<file path="src/rtl/tct_pkg.sv">
package tct_pkg;

  // control byte bit positions (decoded by the timer logic)
  localparam int CTL_RUN   = 7;
  localparam int CTL_IRQ   = 6;
  localparam int CTL_CHAIN = 2;

  // largest prescaler shift, sizes the phase counter
  localparam int MAX_SHIFT = 10;

  typedef struct packed {
    logic       start;  // run bit rising this cycle
    logic       run;    // timer running
    logic       chain;  // count on lower overflow
    logic       irqEn;  // interrupt qualifier
    logic [1:0] rate;   // prescaler code
  } tctCtl_t;

  function automatic int unsigned rateShift(input logic [1:0] code);
    case (code)
      2'd0:    rateShift = 0;
      2'd1:    rateShift = 6;
      2'd2:    rateShift = 8;
      default: rateShift = MAX_SHIFT;
    endcase
  endfunction

endpackage

</file>
<file path="src/rtl/tct_prescaler.sv">
module tct_prescaler
  import tct_pkg::*;
#(
  parameter int PW = MAX_SHIFT
) (
  input  logic       clk,
  input  logic       rstN,
  input  logic       clear,
  input  logic       run,
  input  logic [1:0] rate,
  output logic       tick
);

  logic [PW-1:0] phaseQ;
  logic [PW-1:0] limit;

  always_comb begin
    limit = PW'((32'd1 << rateShift(rate)) - 32'd1);
    tick  = run && (phaseQ == limit);
  end

  always_ff @(posedge clk) begin
    if (!rstN || clear) begin
      phaseQ <= '0;
    end else if (run) begin
      phaseQ <= tick ? '0 : phaseQ + PW'(1);
    end
  end

endmodule

</file>
<file path="src/rtl/tct_ctrl.sv">
module tct_ctrl
  import tct_pkg::*;
#(
  parameter int NT     = 4,
  parameter int CNT_W  = 16,
  parameter int ADDR_W = $clog2(NT) + 1
) (
  input  logic                       clk,
  input  logic                       rstN,
  input  logic                       wrEn,
  input  logic [ADDR_W-1:0]          addr,
  input  logic [CNT_W-1:0]           wrData,
  input  logic [NT-1:0][CNT_W-1:0]   liveCnt,
  output tctCtl_t [NT-1:0]           ctl,
  output logic [NT-1:0][CNT_W-1:0]   reload,
  output logic [CNT_W-1:0]           rdData
);

  localparam int IDX_W = ADDR_W - 1;

  logic [IDX_W-1:0] idx;
  logic             selCtl;
  logic [NT-1:0][7:0] ctrlQ;

  assign idx    = addr[ADDR_W-1:1];
  assign selCtl = addr[0];

  for (genvar i = 0; i < NT; i++) begin : g_reg
    logic hitCtl, hitVal;
    assign hitCtl = wrEn && selCtl  && (idx == IDX_W'(i));
    assign hitVal = wrEn && !selCtl && (idx == IDX_W'(i));

    always_ff @(posedge clk) begin
      if (!rstN) begin
        ctrlQ[i]  <= '0;
        reload[i] <= '0;
      end else begin
        if (hitCtl) ctrlQ[i]  <= wrData[7:0];
        if (hitVal) reload[i] <= wrData;
      end
    end

    assign ctl[i].start = hitCtl && wrData[CTL_RUN] && !ctrlQ[i][CTL_RUN];
    assign ctl[i].run   = ctrlQ[i][CTL_RUN];
    assign ctl[i].irqEn = ctrlQ[i][CTL_IRQ];
    assign ctl[i].rate  = ctrlQ[i][1:0];
    if (i == 0) begin : g_base
      assign ctl[i].chain = 1'b0;
    end else begin : g_upper
      assign ctl[i].chain = ctrlQ[i][CTL_CHAIN];
    end
  end

  always_comb begin
    rdData = '0;
    for (int k = 0; k < NT; k++) begin
      if (idx == IDX_W'(k)) begin
        rdData = selCtl ? CNT_W'(ctrlQ[k]) : liveCnt[k];
      end
    end
  end

endmodule

</file>
<file path="src/rtl/tct_datapath.sv">
module tct_datapath
  import tct_pkg::*;
#(
  parameter int NT    = 4,
  parameter int CNT_W = 16
) (
  input  logic                     clk,
  input  logic                     rstN,
  input  tctCtl_t [NT-1:0]         ctl,
  input  logic [NT-1:0][CNT_W-1:0] reload,
  output logic [NT-1:0][CNT_W-1:0] cnt,
  output logic [NT-1:0]            ovfQ,
  output logic [NT-1:0]            irqQ
);

  logic ovfC [NT];
  logic evt  [NT];
  logic presTick [NT];

  for (genvar i = 0; i < NT; i++) begin : g_tmr
    logic atMax;

    tct_prescaler #(.PW(MAX_SHIFT)) u_pres (
      .clk   (clk),
      .rstN  (rstN),
      .clear (ctl[i].start),
      .run   (ctl[i].run && !ctl[i].start),
      .rate  (ctl[i].rate),
      .tick  (presTick[i])
    );

    if (i == 0) begin : g_src0
      assign evt[i] = presTick[i];
    end else begin : g_srcN
      assign evt[i] = ctl[i].chain ? ovfC[i-1] : presTick[i];
    end

    assign atMax   = &cnt[i];
    assign ovfC[i] = ctl[i].run && !ctl[i].start && evt[i] && atMax;

    always_ff @(posedge clk) begin
      if (!rstN) begin
        cnt[i]  <= '0;
        ovfQ[i] <= 1'b0;
        irqQ[i] <= 1'b0;
      end else begin
        if (ctl[i].start) begin
          cnt[i] <= reload[i];
        end else if (ctl[i].run && evt[i]) begin
          cnt[i] <= atMax ? reload[i] : cnt[i] + CNT_W'(1);
        end
        ovfQ[i] <= ovfC[i];
        irqQ[i] <= ovfC[i] && ctl[i].irqEn;
      end
    end
  end

endmodule

</file>
<file path="src/rtl/cascade_timer_bank.sv">
module cascade_timer_bank
  import tct_pkg::*;
#(
  parameter  int NUM_TIMERS = 4,
  parameter  int CNT_W      = 16,
  localparam int ADDR_W     = $clog2(NUM_TIMERS) + 1
) (
  input  logic                  clk,
  input  logic                  rstN,
  input  logic                  wrEn,
  input  logic [ADDR_W-1:0]     addr,
  input  logic [CNT_W-1:0]      wrData,
  output logic [CNT_W-1:0]      rdData,
  output logic [NUM_TIMERS-1:0] ovfPulse,
  output logic [NUM_TIMERS-1:0] irqPulse
);

  tctCtl_t [NUM_TIMERS-1:0]         ctl;
  logic [NUM_TIMERS-1:0][CNT_W-1:0] reload;
  logic [NUM_TIMERS-1:0][CNT_W-1:0] liveCnt;
  logic [NUM_TIMERS-1:0]            startAll, runAll, irqEnAll;

  for (genvar i = 0; i < NUM_TIMERS; i++) begin : g_flat
    assign startAll[i] = ctl[i].start;
    assign runAll[i]   = ctl[i].run;
    assign irqEnAll[i] = ctl[i].irqEn;
  end

  tct_ctrl #(.NT(NUM_TIMERS), .CNT_W(CNT_W), .ADDR_W(ADDR_W)) u_ctrl (
    .clk     (clk),
    .rstN    (rstN),
    .wrEn    (wrEn),
    .addr    (addr),
    .wrData  (wrData),
    .liveCnt (liveCnt),
    .ctl     (ctl),
    .reload  (reload),
    .rdData  (rdData)
  );

  tct_datapath #(.NT(NUM_TIMERS), .CNT_W(CNT_W)) u_dp (
    .clk    (clk),
    .rstN   (rstN),
    .ctl    (ctl),
    .reload (reload),
    .cnt    (liveCnt),
    .ovfQ   (ovfPulse),
    .irqQ   (irqPulse)
  );

endmodule

</file>
<file path="config.mk">
export PLATFORM = sky130hd
export DESIGN_NAME = cascade_timer_bank
export DESIGN_NICKNAME = d
export VERILOG_FILES = /design/src/rtl/tct_pkg.sv /design/src/rtl/tct_prescaler.sv /design/src/rtl/tct_ctrl.sv /design/src/rtl/tct_datapath.sv /design/src/rtl/cascade_timer_bank.sv
export SDC_FILE = /design/constraint.sdc
export NUM_CORES = 1
export LEC_CHECK = 0
export ABC_AREA = 1
export BUFFER_PORTS_ARGS = -buffer_cell sky130_fd_sc_hd__buf_2
export CAP_MARGIN = 15
export CORE_ASPECT_RATIO = 0.8
export CORE_MARGIN = 1.5
export CORE_UTILIZATION = 35
export CTS_BUF_LIST = sky130_fd_sc_hd__clkbuf_4 sky130_fd_sc_hd__clkbuf_8
export DETAILED_ROUTE_END_ITERATION = 7
export PLACE_DENSITY = 0.48
export SLEW_MARGIN = 10
export SYNTH_ARGS = -nofsm -noshare
export SYNTH_HDL_FRONTEND = slang
export SYNTH_SLANG_ARGS = --single-unit
</file>
<file path="constraint.sdc">
create_clock -name clk -period 2.2 [get_ports clk]
set_input_delay 0.33 -clock clk [delete_from_list [all_inputs] [get_ports clk]]
set_output_delay 0.33 -clock clk [all_outputs]
set_load 0.02 [all_outputs]
</file>
==> metrics.md, run 1 <==
| Metric | Value |
|---|---|
| Via count of the first global-routing pass | `9,468` |
| Final hold slack | `130 ps` |
| Router iterations before antenna repair | `7` |
| Count of final max-slew check failures | `0` |
| PwrDens | `660 nW/µm²` |
| Top-Level Pins | `46` |
| Core ar. | `29,500 µm²` |
| Maximum clock path buffer count | `3` |
| Overall via count from detail_route | `10,200` |
| Drt initial violations | `670` |
| Share of synthesized area occupied by flip-flops and latches | `39.5%` |
| Post-Syn Instances | `1,483` |
| Worst clock skew on the final layout | `29.9 ps` |
| Number of antenna violations at the first check in global routing | `0` |
| Worst-case setup margin in the final layout | `-46.7 ps` |
| Slew headroom | `57.3%` |
| Maximum resistive drop on vdd | `0.348 mV` |
| P_sw | `2280 µW` |
| DRC Markers | `0` |
| Combinational fraction of design power | `8.4%` |
| Async set or reset register ratio after synthesis | `0%` |
| Port buffer count | `45` |
| Syn_area_per_cell | `7.11 µm²` |
| TritonCTS Buffers | `38` |
| Critical path capture point type | `primary output` |
| Final setup vio count | `1` |
| Synth Flop Type | `sky130_fd_sc_hd__dfxtp_1` |
| CTS Root Cell | `sky130_fd_sc_hd__clkbuf_8` |
| Number of warnings reported in the yosys synthesis log | `0` |
| Data arrival, critical path | `1920 ps` |
| Post-synth EDFFs | `0` |
| Relative contribution of sequential cells to total power | `45.1%` |
| Wire length of the first global-routing pass | `54,300 µm` |
| TritonCTS clock tree | `done` |
| Actual transition at the worst max-transition pin | `640 ps` |
| Post-synth top area cell | `sky130_fd_sc_hd__dfxtp_1` |
| Maximum fanout along the worst path | `5` |
| Yosys top cell area share | `39.5%` |
| Violations in the final reports | `setup timing` |
| Routability-driven placement congestion ratio | `0.859` |
| Die boundary height | `158 µm` |
| Post-CTS Hold Buffers | `0` |
| Via-to-Cell Ratio | `5.00` |
| Final min period | `2250 ps` |
| Remaining Overflow, GRT | `0` |
| Count of antenna-violating nets left after detailed routing | `0` |
| Switching Fraction | `26.3%` |
| Sink count of the clock tree | `208` |
| Total number of placement rows | `56` |
| Starting density of the core | `35.8%` |
| HPWL after detailed placement | `25,600 µm` |
| Fraction of power consumed by the clock network | `46.4%` |
| Highest attainable clock frequency | `445 MHz` |
| Sum of negative setup slack | `-46.7 ps` |
| Max H-tree Level | `2` |
| Clock slew seen by the registers of the worst setup and hold paths | `60 ps` |
| Max-capacitance violation count | `0` |
| Number of antenna diodes | `0` |
| Leading cell types in the layout, fill and taps excluded | `sky130_fd_sc_hd__nor2_1 (269), sky130_fd_sc_hd__o21ai_0 (193), sky130_fd_sc_hd__dfxtp_1 (193), sky130_fd_sc_hd__nand2_1 (187)` |
| Internal power consumption | `6400 µW` |
| Total GRT Usage | `22.8%` |
| Fraction of final layout cells sized beyond drive strength 1 | `23.0%` |
| Pin count of the biggest net entering global routing | `68` |
| Count of cell types in the netlist | `47` |
| Horizontal die dimension | `197 µm` |
| Final wirelength | `35,900 µm` |
| Setup repair after global routing missed its margin | `true` |
| Crit Path Category | `reg2out` |
| Net count of the finished layout | `1,642` |
| Total leakage power | `0.00543 µW` |
| Worst min path class | `in2reg` |
| Post-synthesis sequential element count | `208` |
| Syn_nets | `1,513` |
| Average wire per standard cell | `17.6 µm` |
| Top post-synthesis cells by area | `sky130_fd_sc_hd__dfxtp_1 (39%), sky130_fd_sc_hd__o21ai_0 (10%), sky130_fd_sc_hd__nor2_1 (9.8%)` |
| Outcome | `finished with violations` |
| Area Overhead vs Synth | `24.7%` |
| Cell area after synthesis | `10,600 µm²` |
| Die Footprint | `31,200 µm²` |
| Period Utilization, post-route | `102%` |
| Data required time of the critical path | `1870 ps` |
| Most common cell after layout, fill and taps aside | `sky130_fd_sc_hd__nor2_1` |
| DP Worst Slack | `-78.5 ps` |
| Clock Latency Late Sink | `560 ps` |
| Final Hold Fails | `0` |
| Startpoint kind of the worst setup timing path | `flip-flop` |
-- path summary, 6_finish.rpt --
kind,cells after the start,startpoint,slack (ps),end
max,3,u_dp.cnt[50],-50,rdData[2]
min,3,wrData[11],130,u_ctrl.reload[59]
max reg2reg,14,u_dp.cnt[0],70,u_dp.cnt[35]
min reg2reg,2,u_ctrl.reload[4],450,u_ctrl.reload[4]
-- timing repair --
item | 4_1_cts | 5_1_grt
gates resized for setup | 26 | 101
setup endpoints to repair | 26 | 46
gates cloned | 0 | 6
pin swaps | 6 | 24
setup buffers | 0 | 6
-- cells by family (layout without fill, tap and decap cells) --
kind of cell / count (synthesis) / after routing / synth area share, %
AO/OA/AOI/OAI: 397 / 397 / 20.5
XOR/XNOR: 68 / 68 / 5.64
adder cells (fa/ha/maj): 8 / 8 / 0.949
buffers and inverters: 200 / 351 / 7.76
flip-flops: 208 / 208 / 39.5
multiplexers: 6 / 6 / 0.581
AND/OR/NAND/NOR: 596 / 601 / 25.1
-- Yosys cell counts, types with 2 or more instances --
library cell,number
sky130_fd_sc_hd__a31oi_1,4
sky130_fd_sc_hd__o2111ai_1,5
sky130_fd_sc_hd__mux2i_1,5
sky130_fd_sc_hd__nand3_1,38
sky130_fd_sc_hd__o21ai_1,5
sky130_fd_sc_hd__inv_1,114
sky130_fd_sc_hd__o21ai_0,211
sky130_fd_sc_hd__nand2_1,192
sky130_fd_sc_hd__nor3_2,2
sky130_fd_sc_hd__dfxtp_1,208
sky130_fd_sc_hd__nand3_4,3
sky130_fd_sc_hd__o211ai_1,5
sky130_fd_sc_hd__nand2_4,4
sky130_fd_sc_hd__nand3_2,16
sky130_fd_sc_hd__ha_1,8
sky130_fd_sc_hd__clkbuf_2,2
sky130_fd_sc_hd__clkbuf_1,42
sky130_fd_sc_hd__a21oi_1,120
sky130_fd_sc_hd__buf_6,3
sky130_fd_sc_hd__o22ai_1,15
sky130_fd_sc_hd__a211oi_1,8
sky130_fd_sc_hd__nor3b_1,2
sky130_fd_sc_hd__a221oi_1,10
sky130_fd_sc_hd__buf_4,6
sky130_fd_sc_hd__inv_2,15
sky130_fd_sc_hd__a211oi_2,3
sky130_fd_sc_hd__a2111oi_0,3
sky130_fd_sc_hd__o31ai_1,3
sky130_fd_sc_hd__nor4_1,2
sky130_fd_sc_hd__nor2_1,275
sky130_fd_sc_hd__nor2_4,7
sky130_fd_sc_hd__nand2_2,9
sky130_fd_sc_hd__nand4_1,13
sky130_fd_sc_hd__nor3_1,21
sky130_fd_sc_hd__or2_2,2
sky130_fd_sc_hd__xnor2_1,12
sky130_fd_sc_hd__xor2_1,56
sky130_fd_sc_hd__nor2_2,9
sky130_fd_sc_hd__clkinv_1,2
sky130_fd_sc_hd__buf_2,16
-- cell type report --
class / count / area, µm²
clock buffer: 59 / 756
clock inverter: 8 / 73.8
fill: 3033 / 16300
inverter: 131 / 500
multi-input combinational: 1080 / 5980
sequential: 208 / 4190
tap: 406 / 508
timing repair buffer: 153 / 1150
-- routing by layer --
layer / vias up / part of all wire (%) / global-route usage (%) / wire length, µm
li1: 5191 / - / - / -
met1: 4793 / 51 / 33.3 / 18200
met2: 211 / 44 / 35.2 / 15800
met3: 38 / 4.2 / 3.39 / 1490
met4: 0 / 1.2 / 5.16 / 447
met5: - / 0 / 0 / 0
-- worst max-delay path, cell delays in order (launching register included) --
cell	delay, ps
sky130_fd_sc_hd__dfxtp_2	370
sky130_fd_sc_hd__o21ai_0	460
sky130_fd_sc_hd__o2111ai_1	280
sky130_fd_sc_hd__buf_4	230
-- sequential cells by signal, indices dropped and copies added (netlist names) --
register and flops:
u_ctrl.reload 64, u_dp.cnt 64, u_ctrl.ctrlQ 13, u_dp.irqQ 4
u_dp.g_tmr.u_pres.phaseQ 40, u_ctrl.ctl 19, u_dp.ovfQ 4
-- power by group through the flow --
stage	combinational [µW]	clock, µW	sequential, µW
floorplan	389	0	3980
global placement	683	0	3990
detailed placement	683	0	3990
CTS	699	4150	3910
global route	798	4330	3930
finish	733	4030	3920
-- through the flow --
| stage | utilization [%] | total power [µW] | instance area, µm² | cells |
|---|---|---|---|---|
| after floorplan | - | 4370 | 10600 | 1483 |
| after global placement | 40.0 | 4680 | 11800 | 1966 |
| after detailed placement | 40.0 | 4680 | 11800 | 1966 |
| after CTS | 43.0 | 8760 | 12700 | 2033 |
| after global routing | 44.6 | 9060 | 13200 | 2045 |
| final | 44.6 | 8680 | 13200 | 2045 |
Power figures use the tool's default switching activity.
==> inputs of run 2 (changes only) <==
CTS_BUF_LIST = sky130_fd_sc_hd__clkbuf_16   (was sky130_fd_sc_hd__clkbuf_4 sky130_fd_sc_hd__clkbuf_8)
==> run 2 against run 1 <==
Against the previous run:
- the flow now finishes without violations
- core utilization is 0.51 points lower
- clock-buffer cell count is 34 lower
- die area stayed put
- critical path depth stayed put
- via count is 0.77% lower
- sequential power hardly changed
- register-to-register slack hardly changed
- power is 2.4% lower
- cell count is 1.1% lower
- critical path type unchanged
- critical endpoint unchanged
- largest cell class unchanged
==> metrics.md, run 2 (synthesis results as in run 1) <==
| Metric | Value |
|---|---|
| Maximum fanout along the worst path | `5 (unchanged)` |
| Final min period | `2190 ps (was 2250 ps)` |
| PwrDens | `652 nW/µm² (was 660 nW/µm²)` |
| Horizontal die dimension | `197 µm (unchanged)` |
| Total GRT Usage | `22.5% (was 22.8%)` |
| Period Utilization, post-route | `99.7% (was 102%)` |
| TritonCTS Buffers | `25 (was 38)` |
| Worst min path class | `in2reg (unchanged)` |
| Remaining Overflow, GRT | `0 (unchanged)` |
| Total number of placement rows | `56 (unchanged)` |
| Number of antenna violations at the first check in global routing | `0 (unchanged)` |
| Most common cell after layout, fill and taps aside | `sky130_fd_sc_hd__nor2_1 (unchanged)` |
| Actual transition at the worst max-transition pin | `629 ps (was 640 ps)` |
| Count of antenna-violating nets left after detailed routing | `0 (unchanged)` |
| Average wire per standard cell | `17.5 µm (was 17.6 µm)` |
| Highest attainable clock frequency | `456 MHz (was 445 MHz)` |
| Net count of the finished layout | `1,629 (was 1,642)` |
| Maximum resistive drop on vdd | `0.488 mV (was 0.348 mV)` |
| Drt initial violations | `595 (was 670)` |
| Launch instance of the worst register-to-register path | `u_dp.cnt[33] (was u_dp.cnt[0])` |
| Logic depth of the worst register-to-register path | `14 (unchanged)` |
| Clock slew seen by the registers of the worst setup and hold paths | `60 ps (about the same)` |
| Number of antenna diodes | `0 (unchanged)` |
| Largest registers | `u_ctrl.reload: 64 flops, u_dp.cnt: 64 flops, u_dp.g_tmr.u_pres.phaseQ: 40 flops (unchanged)` |
| Final setup vio count | `0 (was 1)` |
| Slew headroom | `58.0% (was 57.3%)` |
| Via count of the first global-routing pass | `9,283 (was 9,468)` |
| TritonCTS clock tree | `done (unchanged)` |
| Via-to-Cell Ratio | `5.02 (was 5.00)` |
| DRC Markers | `0 (unchanged)` |
| Sink count of the clock tree | `208 (unchanged)` |
| Starting density of the core | `35.8% (unchanged)` |
| DP Worst Slack | `-78.5 ps (unchanged)` |
| Port buffer count | `45 (unchanged)` |
| R2r setup slk | `70 ps (about the same)` |
| Final Hold Fails | `0 (unchanged)` |
| Crit Path Category | `reg2out (unchanged)` |
| Die boundary height | `158 µm (unchanged)` |
| Data required time of the critical path | `1870 ps (about the same)` |
| Maximum clock path buffer count | `3 (unchanged)` |
| Final wirelength | `35,500 µm (was 35,900 µm)` |
| Overall via count from detail_route | `10,200 (about the same)` |
| Data arrival, critical path | `1860 ps (was 1920 ps)` |
| Clock Latency Late Sink | `550 ps (was 560 ps)` |
| Max H-tree Level | `1 (was 2)` |
| Hold Path Depth | `3 (unchanged)` |
| Count of final max-slew check failures | `0 (unchanged)` |
| Worst-case setup margin in the final layout | `7.15 ps (was -46.7 ps)` |
| Worst clock skew on the final layout | `22.4 ps (was 29.9 ps)` |
| End point of the most critical hold path | `u_ctrl.reload[58] (was u_ctrl.reload[59])` |
| Overall power | `8480 µW (was 8680 µW)` |
| Die Footprint | `31,200 µm² (unchanged)` |
| Wire length of the first global-routing pass | `53,900 µm (was 54,300 µm)` |
| Core ar. | `29,500 µm² (unchanged)` |
| Router iterations before antenna repair | `4 (was 7)` |
| Hold path startpoint | `wrData[10] (was wrData[11])` |
| HPWL after detailed placement | `25,600 µm (unchanged)` |
| Total leakage power | `0.00537 µW (was 0.00543 µW)` |
| Post-CTS Hold Buffers | `0 (unchanged)` |
| Outcome | `completed (was finished with violations)` |
| Routability-driven placement congestion ratio | `0.859 (unchanged)` |
| Reg2reg end | `u_dp.cnt[63] (was u_dp.cnt[35])` |
| Top-Level Pins | `46 (unchanged)` |
| Setup repair after global routing missed its margin | `true (unchanged)` |
| Startpoint kind of the worst setup timing path | `flip-flop (unchanged)` |
| Area Overhead vs Synth | `23.3% (was 24.7%)` |
| Pin count of the biggest net entering global routing | `68 (unchanged)` |
| Leading cell types in the layout, fill and taps excluded | `sky130_fd_sc_hd__nor2_1 (269), sky130_fd_sc_hd__dfxtp_1 (196), sky130_fd_sc_hd__o21ai_0 (194), sky130_fd_sc_hd__nand2_1 (189), sky130_fd_sc_hd__inv_1 (122) (was sky130_fd_sc_hd__nor2_1 (269), sky130_fd_sc_hd__o21ai_0 (193), sky130_fd_sc_hd__dfxtp_1 (193), sky130_fd_sc_hd__nand2_1 (187))` |
| CTS Root Cell | `sky130_fd_sc_hd__clkbuf_16 (was sky130_fd_sc_hd__clkbuf_8)` |
| Critical path capture point type | `primary output (unchanged)` |
| Fraction of final layout cells sized beyond drive strength 1 | `20.0% (was 23.0%)` |
| Max-capacitance violation count | `0 (unchanged)` |
[run 2: how the worst max path moves through the flow]
| stage | from | end | slack, ps | depth (start not counted) |
|---|---|---|---|---|
| after floorplan | u_dp.cnt[0] | u_dp.cnt[54] | 250 | 15 |
| after global placement | addr[2] | rdData[5] | -110 | 8 |
| after detailed placement | addr[2] | rdData[5] | -80 | 8 |
| after CTS | u_ctrl.ctl[22] | rdData[7] | 2 | 6 |
| after global routing | u_dp.cnt[33] | u_dp.cnt[51] | -60 | 15 |
| final | u_dp.cnt[50] | rdData[2] | 7 | 3 |
[run 2: final cells by class]
| class | count | area, µm² |
|---|---|---|
| clock buffers | 25 | 626 |
| clock inverters | 20 | 110 |
| fillers | 3037 | 16500 |
| inverters | 131 | 499 |
| multi-input cells | 1080 | 5930 |
| flip-flops and latches | 208 | 4180 |
| well taps | 406 | 508 |
| repair buffers | 153 | 1150 |
[run 2: routing by layer]
metal | vias up | routed length, µm | share of wire, % | GRT usage, %
met2 | 229 | 15400 | 43 | 34.9
met1 | 4725 | 17800 | 50 | 33.0
met5 | - | 0 | 0 | 0
met3 | 40 | 1770 | 5.0 | 3.26
met4 | 0 | 591 | 1.7 | 4.51
li1 | 5160 | - | - | -
[run 2: where the power goes]
part | internal (µW) | switching, µW | total (µW)
registers | 3850 | 63.5 | 3920
logic | 236 | 485 | 721
clock network | 2160 | 1680 | 3840
[run 2: timing repair]
action | CTS | global route
gates cloned | 0 | 6
setup buffers | 0 | 6
endpoints found under the hold margin | 0 | 0
endpoints found under the setup margin | 25 | 45
pin swaps | 3 | 31
resized for setup | 14 | 92
[run 2: worst max-delay path, cell delays in order (launching register included)]
cell and delay (ps):
sky130_fd_sc_hd__dfxtp_2 380, sky130_fd_sc_hd__o21ai_0 440, sky130_fd_sc_hd__o2111ai_1 270, sky130_fd_sc_hd__buf_4 230
[run 2: stage by stage]
stage | setup TNS [ps] | instances | util, % | hold slack, ps | area [µm²]
CTS | 0 | 2011 | 42.6 | 126 | 12600
floorplan | 0 | 1483 | - | 424 | 10600
global route | -613 | 2023 | 44.1 | 150 | 13000
detailed placement | -370 | 1966 | 40.0 | 441 | 11800
finish | 0 | 2023 | 44.1 | 143 | 13000
global placement | -108 | 1966 | 40.0 | 435 | 11800
==> inputs of run 3 (changes only) <==
CTS_BUF_LIST = unset   (was sky130_fd_sc_hd__clkbuf_16)
==> run 3 against run 2 <==
Against the previous run:
- sequential power about the same
- largest power group is now the clock network
- maximum frequency up 1.1%
- wire length grew 0.60%
- power increased by 3.2%
- final area is 1.2% higher
- core utilization grew 0.51 points
==> metrics.md, run 3 (synthesis results as in run 1) <==
| Metric | Value |
|---|---|
| Outcome | `completed (unchanged)` |
| Wire length of the first global-routing pass | `53,900 µm (about the same)` |
| Summed area of non-filler cells in the final layout | `13,200 µm² (was 13,000 µm²)` |
| Port buffer count | `45 (unchanged)` |
| Core ar. | `29,500 µm² (unchanged)` |
| Final Hold Fails | `0 (unchanged)` |
| Overall via count from detail_route | `10,200 (about the same)` |
| PwrDens | `665 nW/µm² (was 652 nW/µm²)` |
| Top-Level Pins | `46 (unchanged)` |
| Drt initial violations | `607 (was 595)` |
| DRC Markers | `0 (unchanged)` |
| Hold Path Depth | `3 (unchanged)` |
| Leading cell types in the layout, fill and taps excluded | `sky130_fd_sc_hd__nor2_1 (267), sky130_fd_sc_hd__o21ai_0 (191), sky130_fd_sc_hd__dfxtp_1 (188), sky130_fd_sc_hd__nand2_1 (187), sky130_fd_sc_hd__inv_1 (112) (was sky130_fd_sc_hd__nor2_1 (269), sky130_fd_sc_hd__dfxtp_1 (196), sky130_fd_sc_hd__o21ai_0 (194), sky130_fd_sc_hd__nand2_1 (189), sky130_fd_sc_hd__inv_1 (122))` |
| Hold path startpoint | `wrData[7] (was wrData[10])` |
| Highest cell delay on the worst timing path | `420 ps (was 440 ps)` |
| Starting density of the core | `35.8% (unchanged)` |
| Buf/Inv on CP | `1 (unchanged)` |
| Data arrival, critical path | `1840 ps (was 1860 ps)` |
| Period Utilization, post-route | `98.6% (was 99.7%)` |
| Most common cell after layout, fill and taps aside | `sky130_fd_sc_hd__nor2_1 (unchanged)` |
| Total of fill cells in the finished design | `3,030 (was 3,037)` |
| Actual transition at the worst max-transition pin | `619 ps (was 629 ps)` |
| Number of antenna diodes | `0 (unchanged)` |
| Clock Latency Late Sink | `550 ps (about the same)` |
| Placed inst area | `11,800 µm² (unchanged)` |
| Slew headroom | `58.7% (was 58.0%)` |
| Launch instance of the worst register-to-register path | `u_dp.cnt[33] (unchanged)` |
| CTS Root Cell | `sky130_fd_sc_hd__clkbuf_16 (unchanged)` |
| Horizontal die dimension | `197 µm (unchanged)` |
| Final min period | `2170 ps (was 2190 ps)` |
| HPWL after detailed placement | `25,600 µm (unchanged)` |
| Count of antenna-violating nets left after detailed routing | `0 (unchanged)` |
| Sum of negative setup slack | `0 ps (unchanged)` |
| Largest registers | `u_ctrl.reload: 64 flops, u_dp.cnt: 64 flops, u_dp.g_tmr.u_pres.phaseQ: 40 flops (unchanged)` |
| Family with the most delay on the worst path | `compound AO/OA/AOI/OAI gates (unchanged)` |
| Router iterations before antenna repair | `5 (was 4)` |
| Number of antenna violations at the first check in global routing | `0 (unchanged)` |
| Logic depth of the worst register-to-register path | `14 (unchanged)` |
| Cell Count, Final, Fillers Out | `2,026 (was 2,023)` |
| Worst min path class | `in2reg (unchanged)` |
| Fraction of final layout cells sized beyond drive strength 1 | `21.9% (was 20.0%)` |
| TritonCTS Buffers | `25 (unchanged)` |
| Average wire per standard cell | `17.6 µm (was 17.5 µm)` |
| R2r setup slk | `60 ps (was 70 ps)` |
| Via-to-Cell Ratio | `5.04 (was 5.02)` |
| Die Footprint | `31,200 µm² (unchanged)` |
| Maximum clock path buffer count | `3 (unchanged)` |
| Post-CTS Hold Buffers | `0 (unchanged)` |
| Count of final max-slew check failures | `0 (unchanged)` |
| Clock slew seen by the registers of the worst setup and hold paths | `60 ps (about the same)` |
| Die boundary height | `158 µm (unchanged)` |
| Total GRT Usage | `22.5% (about the same)` |
| Final setup vio count | `0 (unchanged)` |
| Placed Instances | `1,966 (unchanged)` |
| Pin count of the biggest net entering global routing | `68 (unchanged)` |
| Maximum fanout along the worst path | `5 (unchanged)` |
| Remaining Overflow, GRT | `0 (unchanged)` |
| Critical path capture point type | `primary output (unchanged)` |
| End point of the most critical hold path | `u_ctrl.ctl[22] (was u_ctrl.reload[58])` |
| Highest attainable clock frequency | `461 MHz (was 456 MHz)` |
| Crit Path Category | `reg2out (unchanged)` |
| Via count of the first global-routing pass | `9,293 (was 9,283)` |
| Reg2reg end | `u_dp.cnt[55] (was u_dp.cnt[63])` |
| Max-capacitance violation count | `0 (unchanged)` |
| Setup repair after global routing missed its margin | `true (unchanged)` |
| Net count of the finished layout | `1,632 (was 1,629)` |
| Startpoint kind of the worst setup timing path | `flip-flop (unchanged)` |
| Worst clock skew on the final layout | `23.3 ps (was 22.4 ps)` |
| Critical path, cell by cell | `o21ai_0 > o2111ai_1 > buf_4 (unchanged)` |
| Max H-tree Level | `1 (unchanged)` |
| Data required time of the critical path | `1870 ps (about the same)` |
| Total number of placement rows | `56 (unchanged)` |
| Sink count of the clock tree | `208 (unchanged)` |
| Area Overhead vs Synth | `24.7% (was 23.3%)` |
| Final wirelength | `35,700 µm (was 35,500 µm)` |
| TritonCTS clock tree | `done (unchanged)` |
| Maximum resistive drop on vdd | `0.489 mV (was 0.488 mV)` |
| Routability-driven placement congestion ratio | `0.859 (unchanged)` |
| Slowest cell on the critical path | `sky130_fd_sc_hd__o21ai_0 (unchanged)` |
| Total leakage power | `0.00537 µW (about the same)` |
[run 3: worst reg2reg max path: cells and delay by family, from the launching register on]
kind | cells | cell delay [ps]
compound gates | 1 | 150
fa+ha+maj | 1 | 150
simple gates | 12 | 1370
flops | 1 | 360
[run 3: layout make-up]
type / count / area (µm²) / area share [%]
multi-input cells: 1080 / 5980 / 45.5
clock buffers: 40 / 742 / 5.64
clock inverters: 5 / 53.8 / 0.409
flip-flops and latches: 208 / 4190 / 31.9
repair buffers: 156 / 1170 / 8.91
inverters: 131 / 500 / 3.80
well taps: 406 / 508 / 3.86
[run 3: how the worst max path moves through the flow]
stage                    from            to  slack [ps]  cells after the start
6_report         u_dp.cnt[50]     rdData[2]          30                      3
5_1_grt          u_dp.cnt[33]  u_dp.cnt[57]         -60                     14
4_1_cts        u_ctrl.ctl[22]     rdData[7]           3                      6
3_5_place_dp          addr[2]     rdData[5]         -80                      8
3_3_place_gp          addr[2]     rdData[5]        -110                      8
2_1_floorplan     u_dp.cnt[0]  u_dp.cnt[54]         250                     15
[run 3: power by group]
| group | internal (µW) | switching [µW] | leakage [µW] |
|---|---|---|---|
| Combinational | 240 | 489 | 0.00328 |
| Clock | 2410 | 1690 | 0.000392 |
| Sequential | 3850 | 64.8 | 0.00169 |
[run 3: metrics by stage]
| stage | util, % | power, µW | setup slack (ps) | hold slack (ps) |
|---|---|---|---|---|
| final | 44.6 | 8750 | 31.6 | 143 |
| after global routing | 44.6 | 9060 | -59.5 | 149 |
| after CTS | 42.8 | 8780 | 2.66 | 127 |
| after detailed placement | 40.0 | 4680 | -78.5 | 441 |
| after global placement | 40.0 | 4680 | -108 | 435 |
| after floorplan | - | 4370 | 247 | 424 |
[run 3: what timing repair did]
action	CTS	global route
resized for setup	14	117
buffers inserted	0	9
pin swaps	3	39
setup endpoints to repair	25	45
cloned	0	6
[run 3: layer usage]
| metal | global-route usage (%) | up-vias | routed length, µm |
|---|---|---|---|
| met5 | 0 | - | 0 |
| met4 | 4.51 | 0 | 587 |
| met3 | 3.26 | 40 | 1630 |
| met2 | 35.0 | 212 | 15600 |
| met1 | 33.0 | 4785 | 17900 |
| li1 | - | 5166 | - |
